**config.mk**
```make
export PLATFORM = sky130hd
export DESIGN_NAME = holdover_ctrl
export DESIGN_NICKNAME = d
export VERILOG_FILES = /design/src/rtl/hoc_pkg.sv /design/src/rtl/hoc_tracker.sv /design/src/rtl/hoc_qualifier.sv /design/src/rtl/hoc_fsm.sv /design/src/rtl/holdover_ctrl.sv
export SDC_FILE = /design/constraint.sdc
export NUM_CORES = 1
export LEC_CHECK = 0
export BUFFER_PORTS_ARGS = -buffer_cell sky130_fd_sc_hd__buf_2
export CORE_ASPECT_RATIO = 1.1
export CORE_MARGIN = 1.5
export CORE_UTILIZATION = 50
export DETAILED_ROUTE_END_ITERATION = 8
export MAX_ROUTING_LAYER = met4
export PLACE_DENSITY_LB_ADDON = 0.15
export SYNTH_ARGS = -nofsm -noshare
export SYNTH_HDL_FRONTEND = slang
export SYNTH_SLANG_ARGS = --single-unit
export TNS_END_PERCENT = 10
```
**constraint.sdc**
```tcl
create_clock -name clk -period 3.8 [get_ports clk]
set_input_delay 0.19 -clock clk [delete_from_list [all_inputs] [get_ports clk]]
set_output_delay 0.19 -clock clk [all_outputs]
set_load 0.005 [all_outputs]
```
**src/rtl/hoc_pkg.sv**
```systemverilog
package hoc_pkg;

  typedef enum logic {
    ST_LOCKED = 1'b0,
    ST_HOLD   = 1'b1
  } hoc_state_e;

  typedef enum logic {
    SRC_TRACK  = 1'b0,
    SRC_MANUAL = 1'b1
  } hoc_src_e;

  // Manual code wins in fixed mode and whenever the override is set.
  function automatic hoc_src_e pick_source(input logic fixed_mode, input logic man_en);
    return (fixed_mode || man_en) ? SRC_MANUAL : SRC_TRACK;
  endfunction

endpackage

```
**src/rtl/hoc_tracker.sv**
```systemverilog
module hoc_tracker #(
  parameter int DAC_W = 10
) (
  input  logic             clk,
  input  logic             rst,
  input  logic             upd_en,
  input  logic [DAC_W-1:0] ctrl_word,
  output logic [DAC_W-1:0] track_code
);
  localparam logic [DAC_W-1:0] MID = DAC_W'(1) << (DAC_W - 1);

  always_ff @(posedge clk) begin
    if (rst) begin
      track_code <= MID;
    end else if (upd_en) begin
      track_code <= ctrl_word;
    end
  end
endmodule

```
**src/rtl/hoc_qualifier.sv**
```systemverilog
module hoc_qualifier #(
  parameter int WIN_W = 8,
  parameter int CNT_W = 14
) (
  input  logic             clk,
  input  logic             rst,
  input  logic             active,
  input  logic             cmp_valid,
  input  logic [WIN_W-1:0] phase_err,
  input  logic [WIN_W-1:0] window,
  input  logic [CNT_W-1:0] target,
  output logic [CNT_W-1:0] count,
  output logic             in_window,
  output logic             reached
);
  localparam logic [CNT_W:0] ONE = {{CNT_W{1'b0}}, 1'b1};

  function automatic logic inside_window(input logic [WIN_W-1:0] err,
                                         input logic [WIN_W-1:0] win);
    return err < win;
  endfunction

  // True when one more qualifying comparison meets the target; zero acts as one.
  function automatic logic hits_target(input logic [CNT_W-1:0] cnt,
                                       input logic [CNT_W-1:0] tgt);
    logic [CNT_W:0] nxt;
    logic [CNT_W:0] eff;
    nxt = {1'b0, cnt} + ONE;
    eff = (tgt == '0) ? ONE : {1'b0, tgt};
    return nxt >= eff;
  endfunction

  assign in_window = inside_window(phase_err, window);
  assign reached   = active && cmp_valid && in_window && hits_target(count, target);

  always_ff @(posedge clk) begin
    if (rst || !active) begin
      count <= '0;
    end else if (cmp_valid) begin
      if (!in_window || reached) begin
        count <= '0;
      end else begin
        count <= count + CNT_W'(1);
      end
    end
  end
endmodule

```
**src/rtl/hoc_fsm.sv**
```systemverilog
module hoc_fsm #(
  parameter int DAC_W = 10
) (
  input  logic                clk,
  input  logic                rst,
  input  logic                ref_valid,
  input  logic                auto_en,
  input  logic                fixed_mode,
  input  logic                man_en,
  input  logic [DAC_W-1:0]    man_code,
  input  logic [DAC_W-1:0]    track_code,
  input  logic                reached,
  output hoc_pkg::hoc_state_e state_q,
  output logic [DAC_W-1:0]    hold_code,
  output logic                enter_evt,
  output logic                exit_evt,
  output logic                exit_pulse
);
  import hoc_pkg::*;

  localparam logic [DAC_W-1:0] MID = DAC_W'(1) << (DAC_W - 1);

  hoc_src_e src;

  assign src       = pick_source(fixed_mode, man_en);
  assign enter_evt = (state_q == ST_LOCKED) && !ref_valid && auto_en;
  assign exit_evt  = (state_q == ST_HOLD) && reached;

  always_ff @(posedge clk) begin
    if (rst) begin
      state_q    <= ST_LOCKED;
      hold_code  <= MID;
      exit_pulse <= 1'b0;
    end else begin
      exit_pulse <= exit_evt;
      if (enter_evt) begin
        state_q   <= ST_HOLD;
        hold_code <= (src == SRC_MANUAL) ? man_code : track_code;
      end else if (exit_evt) begin
        state_q <= ST_LOCKED;
      end
    end
  end
endmodule

```
**src/rtl/holdover_ctrl.sv**
```systemverilog
module holdover_ctrl #(
  parameter int DAC_W = 10,
  parameter int WIN_W = 8,
  parameter int CNT_W = 14
) (
  input  logic             clk,
  input  logic             rst,
  input  logic             ref_valid,
  input  logic             cmp_valid,
  input  logic [WIN_W-1:0] phase_err,
  input  logic [DAC_W-1:0] ctrl_word,
  input  logic             cfg_auto_en,
  input  logic             cfg_fixed,
  input  logic             cfg_man_en,
  input  logic [DAC_W-1:0] cfg_man_code,
  input  logic [WIN_W-1:0] cfg_window,
  input  logic [CNT_W-1:0] cfg_hold_cnt,
  output logic [DAC_W-1:0] dac_code,
  output logic             loop_open,
  output logic [CNT_W-1:0] qual_count,
  output logic             exit_pulse
);
  import hoc_pkg::*;

  hoc_state_e       state_q;
  logic [DAC_W-1:0] track_code;
  logic [DAC_W-1:0] hold_code;
  logic             enter_evt;
  logic             exit_evt;
  logic             track_upd;
  logic             in_window;
  logic             reached;
  logic             holding;

  assign holding   = (state_q == ST_HOLD);
  // Tracking stops on the entry cycle itself so the pre-holdover value is kept.
  assign track_upd = !holding && cmp_valid && !enter_evt;

  hoc_tracker #(.DAC_W(DAC_W)) u_tracker (
    .clk        (clk),
    .rst        (rst),
    .upd_en     (track_upd),
    .ctrl_word  (ctrl_word),
    .track_code (track_code)
  );

  hoc_qualifier #(.WIN_W(WIN_W), .CNT_W(CNT_W)) u_qual (
    .clk       (clk),
    .rst       (rst),
    .active    (holding),
    .cmp_valid (cmp_valid),
    .phase_err (phase_err),
    .window    (cfg_window),
    .target    (cfg_hold_cnt),
    .count     (qual_count),
    .in_window (in_window),
    .reached   (reached)
  );

  hoc_fsm #(.DAC_W(DAC_W)) u_fsm (
    .clk        (clk),
    .rst        (rst),
    .ref_valid  (ref_valid),
    .auto_en    (cfg_auto_en),
    .fixed_mode (cfg_fixed),
    .man_en     (cfg_man_en),
    .man_code   (cfg_man_code),
    .track_code (track_code),
    .reached    (reached),
    .state_q    (state_q),
    .hold_code  (hold_code),
    .enter_evt  (enter_evt),
    .exit_evt   (exit_evt),
    .exit_pulse (exit_pulse)
  );

  assign loop_open = holding;
  assign dac_code  = holding ? hold_code : track_code;
endmodule

```
==> results.py <==
metrics = {
    "outcome": {
        "status": "finished, final reports clean",
    },
    "sta": {
        "setup_viol": 0,
        "slew_violations": 0,
        "timing.final.crit_share_pct": 92.7,
        "fmax_mhz": 284,
        "rsz0062_at_grt": "no",
        "relSlewSlack_pct": 20.4,
        "setup_ws_ns": 0.278,
        "hold_ws_ns": 0.102,
        "post-route-min-period_ns": 3.52,
        "clock-skew-final_ns": 0.00516,
        "tightestPinTransition_ns": 1.19,
        "fin_setup_tns_ns": 0,
        "hold_viol": 0,
    },
    "logic_synthesis": {
        "yosysTopAreaCellShare_pct": 30.4,
        "synth_warnings": 0,
        "seq_area_frac_synth_pct": 30.4,
        "ys.flop_type": "dfxtp_1",
        "synth_edf_count": 0,
        "synth_nets": 365,
        "synth_area_leaders": "dfxtp_1, ha_1, nor2_1, mux2_1, mux2i_1",
        "synth_area_leader_cell": "dfxtp_1",
        "ys_seq_elements": 36,
        "synthCells": 286,
        "netlist_area_um2": 2370,
        "async_flop_share_pct": 0,
        "synth_cell_type_count": 42,
        "synth_area_per_cell_um2": 8.30,
    },
    "cells_and_area": {
        "stdcell_count": 418,
        "layout-drive-gt1-share_pct": 26.2,
        "area_growth_pct": 23.8,
        "diodes": 0,
        "nets": 440,
    },
    "power": {
        "power.leakage_nw": 1.42,
        "power_density_nw_per_um2": 310,
        "ir_worst_vdd_uv": 318,
    },
    "drt": {
        "drt_iter0_markers": 115,
        "drt-pass1-iter-count": 4,
        "wl_um": 5570,
        "drc": 0,
        "wire_per_inst_um": 13.3,
        "antenna_left": 0,
        "via_per_inst": 5.53,
        "vias": 2312,
    },
    "setup_path": {
        "critPathMaxFanout": 14,
        "worstReg2RegStart": "u_qual.count[2]",
        "reg2reg_to": "u_qual.count[11]",
        "startpoint": "u_qual.count[2]",
        "worstSetupPathType": "register to register",
        "endpoint": "u_qual.count[11]",
        "cp.required_ns": 3.98,
        "worstRegToRegCells": 12,
        "cp-start-kind": "register",
        "end_kind": "register",
        "arrival_ns": 3.70,
        "rrSetupSlack_ns": 0.28,
    },
    "die": {
        "boundaryPins": 83,
        "fp.dieH_um": 75.3,
        "core-area_um2": 4620,
        "fp-row-count": 26,
        "die_w_um": 68.7,
        "initial_core_util_pct": 51.4,
        "dieArea_um2": 5170,
    },
    "global_route": {
        "gr-usage-all-layers_pct": 23.1,
        "grt_max_degree": 25,
        "antenna_found_initial": 0,
        "grt_pass1_vias": 2037,
        "grt_overflow": 0,
        "grt_pass1_wl_um": 8790,
    },
    "clock_network": {
        "holdBufCountCts": 0,
        "clockBufferDepth": 2,
        "cts_sinks": 36,
        "ctsHtreeMaxLevel": 2,
        "cts.clk_slew.worst_paths_ns": 0.07,
        "cts_buffers": 5,
        "cts_tree": "done",
        "clock_latency_ns": 0.29,
        "cts_root_buffer": "clkbuf_8",
    },
    "placed_design": {
        "dp_hpwl_um": 4300,
        "place_congestion": 1.01,
        "placed_cells_incl_taps": 410,
        "port_buffers": 82,
        "dp_slack_ns": 0.277,
    },
    "min_path": {
        "hp-class": "input port to register",
    },
    "flow_run": {
        "drv_cap": 0,
    },
}
area by class of cell:
class	instances	area (µm²)
multi-input cells	214	1530
repair buffers	82	410
clock buffers	7	96.3
flip-flops and latches	36	721
well taps	56	70.1
clock inverters	1	30.0
fillers	417	1680
inverters	22	82.6
what timing repair did:
action	CTS	global route
endpoints found under the setup margin	0	2
setup buffers	0	0
endpoints found under the hold margin	0	0
resized for setup	0	1
per-layer routing:
metal	track usage, %	wire, µm	part of all wire [%]	vias up
li1	-	-	-	1185
met5	-	0	0	-
met3	4.04	300	5.4	9
met1	28.0	2550	46	1034
met2	38.0	2650	48	84
met4	8.71	64	1.1	0
cells in the mapped netlist (7+ instances only):
cell type	count
o21ai_0	13
a21oi_1	12
nand4_1	12
xnor2_1	7
nand3_1	9
mux2i_1	9
inv_1	22
nor2_1	31
mux2_1	9
nand2b_1	12
dfxtp_1	36
a311oi_1	9
clkbuf_1	10
ha_1	22
nand2_1	19
report_power, final:
part,internal [mW],leakage (nW),switching [mW]
Clock,0.231,0.0645,0.134
Combinational,0.0683,1.06,0.0706
Sequential,0.392,0.293,0.0133
Total,0.692,1.42,0.218
logic make-up after synthesis:
family                     Yosys count  share of synthesized area, %
xor gates and xnor gates            12                          4.43
muxes                               19                          8.54
DFF                                 36                          30.4
buffers and inverters               36                          5.96
and+or+nand+nor                    105                          22.7
AOI/OAI and AO/OA                   56                          16.4
adders and majority gates           22                          11.6
worst max-delay path, cell delays in order, from the launching register on:
cell and delay (ns):
dfxtp_1 0.46, nand3_1 0.23, nor2_2 0.22, nand2_1 0.12, or3_1 0.34, xnor2_1 0.15, ha_1 0.30, nand4_1 0.14
or4_1 0.54, nand3_1 0.14, a32oi_4 0.22, and3_4 0.30, a32o_1 0.25
how the worst min path moves through the flow:
stage	from	to	slack (ns)	cells after the start
final	ctrl_word[9]	u_tracker.track_code[9]	0.10	2
after global routing	ctrl_word[9]	u_tracker.track_code[9]	0.11	2
after CTS	ctrl_word[9]	u_tracker.track_code[9]	0.09	2
after detailed placement	ctrl_word[9]	u_tracker.track_code[9]	0.40	2
after global placement	ctrl_word[9]	u_tracker.track_code[9]	0.39	2
after floorplan	rst	u_tracker.track_code[9]	0.28	1
flip-flops by register name, summed over array words and instances, names as in the netlist:
signal                count
u_qual.count             14
u_fsm.hold_code          10
u_fsm.state_q             1
u_fsm.exit_pulse          1
u_tracker.track_code     10
placed cells by master (no fill, tap or decap), types with 2 or more instances in the layout:
cell type  count
xnor2_1        7
a211oi_1       3
a311oi_1       9
nor2_1        31
ha_1          22
xor2_1         5
and4_1         4
a21o_1         4
o21ai_0       13
nand4_1       12
clkbuf_8       7
dfxtp_1       36
a32o_1         5
a21oi_1       12
nand3_1        9
nor2b_1        5
buf_2         82
nor4_1         3
nor3_1         3
inv_1         22
mux2_1         9
nand2_1       19
mux2i_1        9
o21ai_1        2
a31oi_1        2
nand2b_1      12
per-stage QoR:
step	power [mW]	utilization, %	area [µm²]
after floorplan	0.496	-	2370
after global placement	0.550	60.6	2800
final	0.910	63.6	2940
after detailed placement	0.553	60.6	2800
after global routing	0.955	63.6	2940
after CTS	0.920	63.4	2930
Power figures use the tool's default switching activity.
